## src/rtl/vtm_pkg.sv

```systemverilog
package vtm_pkg;
  localparam int N_TBL = 5;
  localparam int T_NAME = 0;
  localparam int T_PAT  = 1;
  localparam int T_COL  = 2;
  localparam int T_SPA  = 3;
  localparam int T_SPP  = 4;

  typedef logic [4:0] width_t;

  typedef enum logic [3:0] {
    M_TXT1 = 4'd0, M_TXT2 = 4'd1, M_MCOL = 4'd2, M_GFX1 = 4'd3,
    M_GFX2 = 4'd4, M_GFX3 = 4'd5, M_GFX4 = 4'd6, M_GFX5 = 4'd7,
    M_GFX6 = 4'd8, M_GFX7 = 4'd9
  } vmode_e;

  // 0: sprites off, 1: first scheme, 2: second scheme
  function automatic logic [1:0] sprite_scheme(logic [3:0] m);
    if (m == M_MCOL || m == M_GFX1 || m == M_GFX2) return 2'd1;
    if (m >= M_GFX3 && m <= M_GFX7)                return 2'd2;
    return 2'd0;
  endfunction

  // Index width of table t in mode m; zero marks an unused table.
  function automatic width_t tbl_width(logic [3:0] m, int t);
    width_t w;
    logic [1:0] ss;
    w  = '0;
    ss = sprite_scheme(m);
    case (t)
      T_NAME: begin
        if (m <= M_TXT2)                      w = 5'd12;
        else if (m <= M_GFX3)                 w = 5'd10;
        else if (m <= M_GFX5)                 w = 5'd15;
        else if (m <= M_GFX7)                 w = 5'd16;
      end
      T_PAT: begin
        if (m <= M_GFX1)                      w = 5'd11;
        else if (m <= M_GFX3)                 w = 5'd13;
      end
      T_COL: begin
        if (m == M_TXT2)                      w = 5'd9;
        else if (m == M_GFX1)                 w = 5'd6;
        else if (m == M_GFX2 || m == M_GFX3)  w = 5'd13;
      end
      T_SPA: begin
        if (ss == 2'd1)                       w = 5'd7;
        else if (ss == 2'd2)                  w = 5'd10;
      end
      T_SPP: begin
        if (ss != 2'd0)                       w = 5'd11;
      end
      default: w = '0;
    endcase
    return w;
  endfunction
endpackage

```

## src/rtl/vtm_width_decode.sv

```systemverilog
module vtm_width_decode
  import vtm_pkg::*;
#(
  parameter int N = N_TBL
) (
  input  logic [3:0]         mode_i,
  output width_t [N-1:0]     width_o
);
  for (genvar g = 0; g < N; g++) begin : g_tbl
    assign width_o[g] = tbl_width(mode_i, g);
  end
endmodule

```

## src/rtl/vtm_const_gen.sv

```systemverilog
module vtm_const_gen
  import vtm_pkg::*;
#(
  parameter int ADDR_W = 17,
  parameter int N      = N_TBL
) (
  input  logic                       clk,
  input  logic                       rst_n,
  input  logic [N-1:0][ADDR_W-1:0]   mask_i,
  input  width_t [N-1:0]             width_i,
  output logic [N-1:0][ADDR_W-1:0]   sel_o,
  output logic [N-1:0][ADDR_W-1:0]   ref_o,
  output logic [N-1:0]               used_o
);
  localparam logic [ADDR_W-1:0] ALL1 = {ADDR_W{1'b1}};

  function automatic logic [ADDR_W-1:0] above(width_t w);
    return ALL1 << w;
  endfunction

  for (genvar g = 0; g < N; g++) begin : g_tbl
    logic [ADDR_W-1:0] hi_c;
    assign hi_c = above(width_i[g]);
    always_ff @(posedge clk or negedge rst_n) begin
      if (!rst_n) begin
        sel_o[g]  <= '0;
        ref_o[g]  <= '0;
        used_o[g] <= 1'b0;
      end else begin
        sel_o[g]  <= ~mask_i[g] | hi_c;
        ref_o[g]  <= mask_i[g] & hi_c;
        used_o[g] <= (width_i[g] != '0);
      end
    end
  end
endmodule

```

## src/rtl/vtm_match.sv

```systemverilog
module vtm_match
  import vtm_pkg::*;
#(
  parameter int ADDR_W = 17,
  parameter int N      = N_TBL
) (
  input  logic [ADDR_W-1:0]          addr_i,
  input  logic [N-1:0][ADDR_W-1:0]   sel_i,
  input  logic [N-1:0][ADDR_W-1:0]   ref_i,
  input  logic [N-1:0]               used_i,
  output logic [N-1:0]               hit_o
);
  for (genvar g = 0; g < N; g++) begin : g_tbl
    assign hit_o[g] = used_i[g] && ((addr_i & sel_i[g]) == ref_i[g]);
  end
endmodule

```

## src/rtl/vtm_table_hit.sv

```systemverilog
module vtm_table_hit
  import vtm_pkg::*;
#(
  parameter int ADDR_W   = 17,
  parameter int NAME_LSB = 10,
  parameter int PAT_LSB  = 11,
  parameter int COL_LSB  = 6,
  parameter int SPA_LSB  = 7,
  parameter int SPP_LSB  = 11
) (
  input  logic                       clk,
  input  logic                       rst_n,
  input  logic [3:0]                 mode_i,
  input  logic [ADDR_W-NAME_LSB-1:0] name_base_i,
  input  logic [ADDR_W-PAT_LSB-1:0]  pat_base_i,
  input  logic [ADDR_W-COL_LSB-1:0]  col_base_i,
  input  logic [ADDR_W-SPA_LSB-1:0]  spa_base_i,
  input  logic [ADDR_W-SPP_LSB-1:0]  spp_base_i,
  input  logic                       addr_valid_i,
  input  logic [ADDR_W-1:0]          addr_i,
  output logic                       hit_valid_o,
  output logic [N_TBL-1:0]           hit_o
);
  logic [N_TBL-1:0][ADDR_W-1:0] mask_c;
  width_t [N_TBL-1:0]           width_c;
  logic [N_TBL-1:0][ADDR_W-1:0] sel_q;
  logic [N_TBL-1:0][ADDR_W-1:0] ref_q;
  logic [N_TBL-1:0]             used_q;
  logic [N_TBL-1:0]             hit_c;

  // Base field on top, ones below
  assign mask_c[T_NAME] = {name_base_i, {NAME_LSB{1'b1}}};
  assign mask_c[T_PAT]  = {pat_base_i,  {PAT_LSB{1'b1}}};
  assign mask_c[T_COL]  = {col_base_i,  {COL_LSB{1'b1}}};
  assign mask_c[T_SPA]  = {spa_base_i,  {SPA_LSB{1'b1}}};
  assign mask_c[T_SPP]  = {spp_base_i,  {SPP_LSB{1'b1}}};

  vtm_width_decode #(.N(N_TBL)) u_wdec (
    .mode_i  (mode_i),
    .width_o (width_c)
  );

  vtm_const_gen #(.ADDR_W(ADDR_W), .N(N_TBL)) u_cgen (
    .clk     (clk),
    .rst_n   (rst_n),
    .mask_i  (mask_c),
    .width_i (width_c),
    .sel_o   (sel_q),
    .ref_o   (ref_q),
    .used_o  (used_q)
  );

  vtm_match #(.ADDR_W(ADDR_W), .N(N_TBL)) u_match (
    .addr_i  (addr_i),
    .sel_i   (sel_q),
    .ref_i   (ref_q),
    .used_i  (used_q),
    .hit_o   (hit_c)
  );

  always_ff @(posedge clk or negedge rst_n) begin
    if (!rst_n) begin
      hit_valid_o <= 1'b0;
      hit_o       <= '0;
    end else begin
      hit_valid_o <= addr_valid_i;
      hit_o       <= addr_valid_i ? hit_c : '0;
    end
  end
endmodule

```

## config.mk

```make
export PLATFORM = sky130hd
export DESIGN_NAME = vtm_table_hit
export DESIGN_NICKNAME = d
export VERILOG_FILES = /design/src/rtl/vtm_pkg.sv /design/src/rtl/vtm_width_decode.sv /design/src/rtl/vtm_const_gen.sv /design/src/rtl/vtm_match.sv /design/src/rtl/vtm_table_hit.sv
export SDC_FILE = /design/constraint.sdc
export NUM_CORES = 1
export LEC_CHECK = 0
export ABC_AREA = 1
export CAP_MARGIN = 20
export CORE_ASPECT_RATIO = 1.25
export CORE_MARGIN = 3
export CORE_UTILIZATION = 30
export CTS_BUF_LIST = sky130_fd_sc_hd__clkbuf_4
export DETAILED_ROUTE_END_ITERATION = 7
export PLACE_DENSITY = 0.56
export SYNTH_ARGS = -nofsm -noshare
export SYNTH_HDL_FRONTEND = slang
export SYNTH_SLANG_ARGS = --single-unit
```

## constraint.sdc

```tcl
create_clock -name clk -period 1.35 [get_ports clk]
set_input_delay 0.27 -clock clk [delete_from_list [all_inputs] [get_ports clk]]
set_output_delay 0.27 -clock clk [all_outputs]
set_load 0.02 [all_outputs]
```

== Yosys cells after proc, flatten, opt, wreduce, memory -nomap -nowiden ==
Cells that the tools add are included.
Storage, ports and cells
  memory bits (read-only): 0
  output and inout port bits: 6
  bits in latches: 0
  bits of input ports: 64
  memories kept: 0
  bits in writable memories: 0
  flip-flop bits (word level): 181
Operators by class
  eq/ne operators: 12
  bitwise gates (word level): 20
  add/sub/neg operators: 0
  reduce and logical (&&, ||, !) cells: 15
  divide/modulo/power cells: 0
  multipliers: 0
  magnitude comparators: 6
  mux-type cells: 20
  shift-type cells: 5
Operators by type and width (count)
  bitwise AND 17 bit: 10
  == test 17 bit: 5
  inverter 17 bit: 5
  OR 17 bit: 5
  << shifter 17 x 5 -> 17 bit, first input constant: 4
  two-way mux 5 bit: 9
  nonzero test 5 bit: 5
  << shifter 17 x 4 -> 17 bit, first input constant: 1
  two-way mux 4 bit: 4
  == test 4 x 2 -> 1 bit, second input constant: 2
  == test 4 x 3 -> 1 bit, second input constant: 2
  less-or-equal comparator 4 x 3 -> 1 bit, second input constant: 2
  two-way mux 2 bit: 4
  logical AND 1 bit: 6
  == test 4 x 1 -> 1 bit, second input constant: 1
  greater-or-equal comparator 4 x 3 -> 1 bit, second input constant: 1
  less-or-equal comparator 4 x 1 -> 1 bit, second input constant: 1
  less-or-equal comparator 4 x 2 -> 1 bit, second input constant: 1
  less-or-equal comparator 4 bit, second input constant: 1
  logical OR 1 bit: 3
  two-way mux 1 bit: 3
  == test 2 x 1 -> 1 bit, second input constant: 1
  == test 2 bit, second input constant: 1
  nonzero test 2 bit: 1

== Depth between registers and ports, before layout ==
Gate-level depths: netlist of run 1.
  depth in word-level cells: 12
  mapped depth: 9

== Modules after synthesis ==
Synthesis of run 1 repeated with hierarchy kept, for this count alone.
Second synthesis, totals
  cell total of the unflattened synthesis: 1032
  area, all modules: 8406.8 µm²
Modules (own cells, without submodules)
  vtm_const_gen: instances 1, area each 6142.1 µm², cells each 530
  vtm_match: instances 1, area each 1870.5 µm², cells each 445
  vtm_width_decode: instances 1, area each 202.7 µm², cells each 40
  vtm_table_hit: instances 1, area each 191.4 µm², cells each 17

== Worst setup path after synthesis of run 1 ==
Ideal clock, no wire load.
  path kind: register to register
  start: register u_cgen.sel_o[32] (netlist name)
  end: register hit_o[2]
  data required time: 1.279 ns
  stages on the path, launching flop included: 9
  buffers on the path: 1
  arrival: 1.014 ns
  period minus slack after synthesis: 1.085 ns
  path slack: 0.265 ns
  cells stage by stage: dfrtp_1 buf_4 nand2_1 inv_1 nand2_1 nand2_1 nor2_1 nand3_1 nor2_1
RTL lines
  end signal: assignment: RTL line vtm_table_hit.sv:67  | hit_o <= addr_valid_i ? hit_c : '0;
  end: declaration: RTL line vtm_table_hit.sv:22  | output logic [N_TBL-1:0] hit_o

== Worst setup path after layout of run 1 ==
  start: register hit_o[4]
  end: output hit_o[4]
No word-level cell between the ends.

==> impl_metrics.env, run 1 <==
export IMPL_status="completed"
export IMPL_synth_seq_cells=94
export IMPL_power_mw=5.362
export IMPL_pin_count=70
export IMPL_fp_coreArea_mm2=0.01227
export IMPL_ir_drop_mv=0.4129
export IMPL_synth_edf_count=0
export IMPL_r2r_start="u_cgen.sel_o[32]"
export IMPL_hold_path_class="in -> async"
export IMPL_die_area_mm2=0.01405
export IMPL_crit_family="flip-flops"
export IMPL_crit_type="reg -> out"
export IMPL_cp_end_kind="output port"
export IMPL_reg2reg_depth=7
export IMPL_antenna_found_initial=1
export IMPL_crit_path_max_fanout=1
export IMPL_fin_ws_ns=0.04467
export IMPL_chipHeight_um=131.8
export IMPL_cp_required_ns=1.08
export IMPL_path_clk_slew_ns=0.16
export IMPL_hold_violations=0
export IMPL_syn_inst=428
export IMPL_clk_latency_ns=0.45
export IMPL_clock_skew_ns=0.01841
export IMPL_post_drt_wl_per_cell_um=12.16
export IMPL_rsz0062_at_grt="yes"
export IMPL_period_share_pct=96.69
export IMPL_cts_tree="built"
export IMPL_dp_hpwl_um=6626
export IMPL_hold_ws_ns=0.2357
export IMPL_dpl_cell_area_mm2=0.004888
export IMPL_synth_area_mm2=0.003797
export IMPL_async_reset_ff_share_pct=100.0
export IMPL_htreeDepth=3
export IMPL_place_congestion=0.7769
export IMPL_synth_cell_types=23
export IMPL_clock_path_buffers=2
export IMPL_start_util_pct=30.94
export IMPL_cts_buffers=9
export IMPL_ys_seq_area_share_pct=61.94
export IMPL_reg2reg_slack_ns=0.15
export IMPL_timing_rr_end="hit_o[2]"
export IMPL_final_common_cell="nand2_1"
export IMPL_post_drt_via_cell_ratio=4.066
export IMPL_fp_dieW_um=106.6
export IMPL_cpMaxStageDelayCell="dfrtp_1"
export IMPL_arrival_ns=1.04
export IMPL_firstDrtPassIters=4
export IMPL_row_count=45
export IMPL_drt_iter0_drc=71
export IMPL_ys_warn_count=0
export IMPL_p_leak_nw=2.488
export IMPL_dp_slack_ns=-0.2859
export IMPL_cap_violations=0
export IMPL_grt_usage_pct=12.98
export IMPL_p_per_area_mw_per_mm2=1066
export IMPL_drv_slew=0
export IMPL_layout_common_cells="nand2_1 (134), dfrtp_1 (94), clkdlybuf4s50_1 (62), inv_1 (61), nor2_1 (54)"
export IMPL_overflow=0
export IMPL_cts_setup_buffers=0
export IMPL_clock_tree_root_cell="clkbuf_4"
export IMPL_nets=595
export IMPL_ys_flop_type="dfrtp_1"
export IMPL_grt_max_degree=35
export IMPL_vias=2850
export IMPL_synth_area_per_cell_um2=8.872
export IMPL_final_layout_size_suffix_gt1_share_pct=11.57
export IMPL_cp_start_kind="register"
export IMPL_clock_sinks=94
export IMPL_drtAntennaViolNets=0
export IMPL_crit_path_cell_trace="buf_6"
export IMPL_io_buffers=69
export IMPL_period_minus_slack_ns=1.305
export IMPL_syn2layout_area_growth_pct=32.52
export IMPL_crit_buf_inv=1
export IMPL_drc=0
export IMPL_grt_pass1_wl_um=13940
export IMPL_fill_cells=1286
export IMPL_grt_pass1_vias=2889
export IMPL_setup_viol=0
export IMPL_wl_um=8526
export IMPL_fmax_mhz=766.1
export IMPL_max_stage_delay_ns=0.44
export IMPL_final_area_mm2=0.005032
[registers in the layout (all words and copies together), names as in the netlist]
name / flops
u_cgen.used_o: 5
u_cgen.ref_o: 41
u_cgen.sel_o: 42
hit_valid_o: 1
hit_o: 5
[stage by stage]
step | instances | TNS, ns | util, %
floorplan | 438 | 0 | -
global placement | 683 | -7.861 | 39.83
detailed placement | 683 | -8.829 | 39.83
CTS | 700 | 0 | 40.88
global route | 701 | -0.01769 | 41.00
finish | 701 | 0 | 41.00
[power by group]
part	total, mW	internal (mW)	switching [mW]
logic	0.740	0.365	0.375
registers	3.03	2.97	0.0631
clock network	1.59	0.585	1.01
[worst max-delay path by stage]
stage / cells after the start / slack [ns] / start / end
5_1_grt: 1 / -0.02 / hit_o[4] / hit_o[4]
3_3_place_gp: 6 / -0.24 / mode_i[1] / u_cgen.sel_o[11]
3_5_place_dp: 6 / -0.29 / mode_i[1] / u_cgen.sel_o[10]
2_1_floorplan: 8 / 0.26 / u_cgen.sel_o[32] / hit_o[2]
6_report: 1 / 0.04 / hit_o[4] / hit_o[4]
4_1_cts: 1 / 0.003 / hit_o[3] / hit_o[3]
[synth_stat cells, types with 4 or more instances]
master / instances / area [µm²]
clkbuf_1: 10 / 37.54
dfrtp_1: 94 / 2352
inv_1: 61 / 229.0
inv_2: 5 / 18.77
nand2_1: 134 / 503.0
nand3_1: 24 / 120.1
nand3b_1: 4 / 30.03
nor2_1: 54 / 202.7
o21ai_0: 12 / 60.06
xnor2_1: 7 / 61.31
[final cells by class]
type	instances	area [µm²]	area share, %
multi-input cells	264	1175	23.35
repair buffers	96	900.9	17.90
clock buffers	9	67.56	1.343
well taps	164	205.2	4.078
flip-flops and latches	94	2352	46.74
diodes	1	2.502	0.04973
inverters	66	247.7	4.923
clock inverters	7	81.33	1.616
[cell families after synthesis]
logic type,after synthesis,share of synthesized area [%]
AO/OA/AOI/OAI,23,3.954
buffers and inverters,80,8.106
XOR/XNOR,10,2.307
flip-flops,94,61.94
other,1,0.09875
AND/OR/NAND/NOR,220,23.59
[metal layers]
layer  vias up  routed length (µm)  GRT usage [%]
met1      1322                3616          15.89
met2        57                4374          22.27
li1       1463                   -              -
met4         0                 116          4.051
met3         8                 418          3.430
met5         -                   0              0
[timing repair]
action	in CTS	in global routing
hold buffers	1	0
setup endpoints to repair	6	2
resized for setup	24	4
gates cloned	0	0
endpoints found under the hold margin	45	0
(Power assumes the default switching activity.)
==> run 2: changes to the inputs <==
- CAP_MARGIN: 20 -> unset
- TNS_END_PERCENT: unset -> 50
==> impl_metrics.env, run 2 (same netlist as run 1, synthesis figures left out) <==
export IMPL_cts_tree="built"
export IMPL_clk_latency_ns=0.45
export IMPL_clkPwrFrac_pct=29.7
export IMPL_drt_iter0_drc=71
export IMPL_seqPwrFrac_pct=56.5
export IMPL_r2r_start="u_cgen.sel_o[32]"
export IMPL_fp_coreArea_mm2=0.01227
export IMPL_post_drt_wl_per_cell_um=12.16
export IMPL_overflow=0
export IMPL_wl_um=8527
export IMPL_crit_path_cell_trace="buf_6"
export IMPL_final_layout_size_suffix_gt1_share_pct=11.57
export IMPL_max_stage_delay_ns=0.44
export IMPL_dp_slack_ns=-0.2859
export IMPL_dp_hpwl_um=6626
export IMPL_drv_slew=0
export IMPL_cp_required_ns=1.08
export IMPL_grt_usage_pct=12.98
export IMPL_hold_violations=0
export IMPL_pin_count=70
export IMPL_instances_no_fill=701
export IMPL_cts_buffers=9
export IMPL_htreeDepth=3
export IMPL_reg_top3="u_cgen.sel_o: 42 flops, u_cgen.ref_o: 41 flops"
export IMPL_reg2reg_slack_ns=0.15
export IMPL_p_per_area_mw_per_mm2=1067
export IMPL_switching_share_pct=26.96
export IMPL_grt_pass1_wl_um=13940
export IMPL_clock_tree_root_cell="clkbuf_4"
export IMPL_setup_viol=0
export IMPL_fmax_mhz=766.1
export IMPL_cp_end_kind="output port"
export IMPL_drtAntennaViolNets=0
export IMPL_io_buffers=69
export IMPL_cap_violations=0
export IMPL_crit_family="flip-flops"
export IMPL_drc=0
export IMPL_largest_register_ffs=42
export IMPL_final_common_cell="nand2_1"
export IMPL_nets=595
export IMPL_post_drt_via_cell_ratio=4.066
export IMPL_path_clk_slew_ns=0.16
export IMPL_cpMaxStageDelayCell="dfrtp_1"
export IMPL_crit_type="reg -> out"
export IMPL_tns_ns=0
export IMPL_place_congestion=0.7769
export IMPL_period_share_pct=96.69
export IMPL_top_register="u_cgen.sel_o"
export IMPL_clock_path_buffers=2
export IMPL_crit_path_max_fanout=1
export IMPL_grt_max_degree=35
export IMPL_internal_power_mw=3.916
export IMPL_power_frac_comb_pct=13.8
export IMPL_start_util_pct=30.94
export IMPL_p_leak_nw=2.488
export IMPL_status="completed"
export IMPL_clock_sinks=94
export IMPL_reg2reg_depth=7
export IMPL_rsz0062_at_grt="yes"
export IMPL_chipHeight_um=131.8
export IMPL_placedCellCount=683
export IMPL_row_count=45
export IMPL_clock_skew_ns=0.01841
export IMPL_fin_ws_ns=0.04467
export IMPL_syn2layout_area_growth_pct=32.36
export IMPL_crit_buf_inv=1
export IMPL_firstDrtPassIters=4
export IMPL_hold_path_class="in -> async"
export IMPL_vias=2850
export IMPL_period_minus_slack_ns=1.305
export IMPL_die_area_mm2=0.01405
export IMPL_grt_pass1_vias=2889
export IMPL_fp_dieW_um=106.6
export IMPL_cp_start_kind="register"
export IMPL_timing_rr_end="hit_o[2]"
export IMPL_antenna_found_initial=1
export IMPL_cts_setup_buffers=0
export IMPL_layout_common_cells="nand2_1 (134), dfrtp_1 (94), clkdlybuf4s50_1 (62), inv_1 (61), nor2_1 (54)"
export IMPL_ir_drop_mv=0.4129
export IMPL_arrival_ns=1.04
export IMPL_p_sw_mw=1.446
==> run 2: cell types whose count changed in the layout (fill, tap and decap cells not counted) <==
cell and delta:
buf_2 +1, buf_6 -1
==> run 2: worst max-delay path by stage <==
stage          slack, ns               end  cells after the start              from
6_report            0.04          hit_o[4]                      1          hit_o[4]
5_1_grt            -0.02          hit_o[4]                      1          hit_o[4]
4_1_cts            0.003          hit_o[3]                      1          hit_o[3]
3_3_place_gp       -0.24  u_cgen.sel_o[11]                      6         mode_i[1]
2_1_floorplan       0.26          hit_o[2]                      8  u_cgen.sel_o[32]
3_5_place_dp       -0.29  u_cgen.sel_o[10]                      6         mode_i[1]
==> run 2: power groups by stage <==
stage	registers (mW)	clock network, mW	logic, mW
3_5_place_dp	3.08	0	0.752
2_1_floorplan	3.07	0	0.333
5_1_grt	3.05	1.73	0.842
4_1_cts	3.03	1.65	0.757
3_3_place_gp	3.08	0	0.740
6_report	3.03	1.59	0.739
==> run 2: cell type report <==
class / instances / area [µm²]
multi-input combinational: 264 / 1175
sequential: 94 / 2352
fill: 1286 / 7248
tap: 164 / 205.2
antenna: 1 / 2.502
inverter: 66 / 247.7
clock inverter: 7 / 81.33
timing repair buffer: 96 / 894.6
clock buffer: 9 / 67.56
==> run 2: metrics by stage <==
stage / util (%) / power (mW) / hold slack [ns] / cell area [µm²]
floorplan: - / 3.402 / -0.02559 / 3835
global placement: 39.83 / 3.819 / 0.1911 / 4888
detailed placement: 39.83 / 3.837 / 0.1973 / 4888
CTS: 40.88 / 5.438 / 0.2012 / 5017
global route: 40.95 / 5.624 / 0.1876 / 5026
finish: 40.95 / 5.362 / 0.2357 / 5026
==> run 2: timing repair <==
item	4_1_cts	5_1_grt
gates cloned	0	0
gates resized for setup	24	2
setup endpoints to repair	6	2
hold buffers	1	0
endpoints found under the hold margin	45	0
==> run 2: layer usage <==
metal	up-vias	part of all wire (%)	global-route usage (%)
met5	-	0	0
met4	0	1.4	4.051
met3	8	4.9	3.430
met2	57	51	22.27
met1	1322	42	15.89
li1	1463	-	-
==> run 3: changes to the inputs <==
- CORE_UTILIZATION: 30 -> 35
- PLACE_DENSITY: 0.56 -> 0.62
==> impl_metrics.env, run 3 (same netlist as run 1, synthesis figures left out) <==
export IMPL_status="completed"
export IMPL_clock_skew_ns=0.02392
export IMPL_grt_pass1_wl_um=13700
export IMPL_hold_ws_ns=0.2457
export IMPL_clock_path_buffers=2
export IMPL_seqPwrFrac_pct=55.8
export IMPL_cts_tree="built"
export IMPL_nets=590
export IMPL_dpl_cell_area_mm2=0.004795
export IMPL_clock_tree_root_cell="clkbuf_4"
export IMPL_place_congestion=0.7725
export IMPL_ir_drop_mv=0.4824
export IMPL_clk_latency_ns=0.44
export IMPL_reg_top3="u_cgen.sel_o: 42 flops, u_cgen.ref_o: 41 flops"
export IMPL_dp_slack_ns=-0.2630
export IMPL_firstDrtPassIters=4
export IMPL_chipHeight_um=122.5
export IMPL_grt_max_degree=95
export IMPL_drc=0
export IMPL_clkPwrFrac_pct=30.9
export IMPL_path_clk_slew_ns=0.15
export IMPL_layout_common_cells="nand2_1 (133), dfrtp_1 (93), clkdlybuf4s50_1 (62), inv_1 (61), nor2_1 (54)"
export IMPL_hold_path_class="in -> reg"
export IMPL_arrival_ns=1.00
export IMPL_crit_family="flip-flops"
export IMPL_cap_violations=0
export IMPL_grt_usage_pct=15.06
export IMPL_p_sw_mw=1.346
export IMPL_fp_dieW_um=99.17
export IMPL_clock_sinks=94
export IMPL_crit_path_cell_trace="buf_2"
export IMPL_final_area_mm2=0.004941
export IMPL_drv_slew=0
export IMPL_top_register="u_cgen.sel_o"
export IMPL_tns_ns=0
export IMPL_die_area_mm2=0.01214
export IMPL_period_minus_slack_ns=1.271
export IMPL_cp_required_ns=1.08
export IMPL_fin_ws_ns=0.07876
export IMPL_internal_power_mw=4.088
export IMPL_htreeDepth=3
export IMPL_vias=2897
export IMPL_start_util_pct=36.65
export IMPL_fmax_mhz=786.6
export IMPL_fin_util_pct=47.68
export IMPL_grt_pass1_vias=2923
export IMPL_row_count=41
export IMPL_power_frac_comb_pct=13.3
export IMPL_setup_viol=0
export IMPL_io_buffers=69
export IMPL_p_per_area_mw_per_mm2=1100
export IMPL_drtAntennaViolNets=0
export IMPL_crit_buf_inv=1
export IMPL_syn2layout_area_growth_pct=30.12
export IMPL_post_drt_wl_per_cell_um=12.57
export IMPL_worst_pin_slew_ns=0.5024
export IMPL_wl_um=8311
export IMPL_cts_setup_buffers=0
export IMPL_pin_count=70
export IMPL_switching_share_pct=24.77
export IMPL_dp_hpwl_um=6416
export IMPL_rsz0062_at_grt="no"
export IMPL_p_leak_nw=2.472
export IMPL_final_layout_size_suffix_gt1_share_pct=10.92
export IMPL_cp_end_kind="output port"
export IMPL_cp_start_kind="register"
export IMPL_period_share_pct=94.17
export IMPL_cts_buffers=9
export IMPL_final_common_cell="nand2_1"
export IMPL_hold_violations=0
export IMPL_fp_coreArea_mm2=0.01036
export IMPL_largest_register_ffs=42
export IMPL_drt_iter0_drc=94
export IMPL_overflow=0
export IMPL_max_slew_margin_rel_pct=66.51
export IMPL_crit_path_max_fanout=1
export IMPL_max_stage_delay_ns=0.41
export IMPL_cpMaxStageDelayCell="dfrtp_1"
export IMPL_antenna_found_initial=1
export IMPL_crit_type="reg -> out"
export IMPL_post_drt_via_cell_ratio=4.383
run 3: repair_timing:
| action | in CTS | in global routing |
|---|---|---|
| resized for setup | 24 | 2 |
| endpoints found under the setup margin | 6 | 2 |
| hold endpoints to repair | 94 | 0 |
| hold buffers | 1 | 0 |
run 3: through the flow:
stage          total power, mW  cells
2_1_floorplan            3.402    438
3_3_place_gp             3.798    643
3_5_place_dp             3.818    643
4_1_cts                  5.511    660
5_1_grt                  5.738    661
6_report                 5.434    661
run 3: final timing paths:
| check | startpoint | end | slack [ns] | cells after the start |
|---|---|---|---|---|
| worst max-delay path | hit_o[2] | hit_o[2] | 0.08 | 1 |
| worst min-delay path | spp_base_i[5] | u_cgen.ref_o[84] | 0.25 | 1 |
| worst max register to register | u_cgen.sel_o[32] | hit_o[2] | 0.13 | 5 |
| worst min register to register | u_cgen.ref_o[70] | hit_o[3] | 0.57 | 3 |
| max in group asynchronous | rst_n | u_cgen.ref_o[40] | 0.57 | 3 |
| min in group asynchronous | rst_n | u_cgen.sel_o[28] | 0.40 | 3 |
run 3: cell type report:
class	instances	area, µm²
Sequential cell	94	2354
Clock buffer	10	75.07
Timing Repair Buffer	91	838.3
Tap cell	129	161.4
Fill cell	996	5421
Inverter	66	247.7
Multi-Input combinational cell	264	1177
Antenna cell	1	2.502
Clock inverter	6	85.08
run 3: metal layers:
layer | global-route usage [%] | vias to the layer above | part of all wire, %
li1 | - | 1455 | -
met1 | 16.73 | 1363 | 40
met2 | 26.76 | 60 | 53
met3 | 3.411 | 19 | 4.5
met4 | 7.942 | 0 | 2.8
met5 | 0 | - | 0
run 3: power groups by stage:
stage	clock (mW)	combinational, mW	sequential (mW)
2_1_floorplan	0	0.333	3.07
3_3_place_gp	0	0.718	3.08
3_5_place_dp	0	0.732	3.09
4_1_cts	1.74	0.736	3.03
5_1_grt	1.86	0.825	3.05
6_report	1.68	0.721	3.03
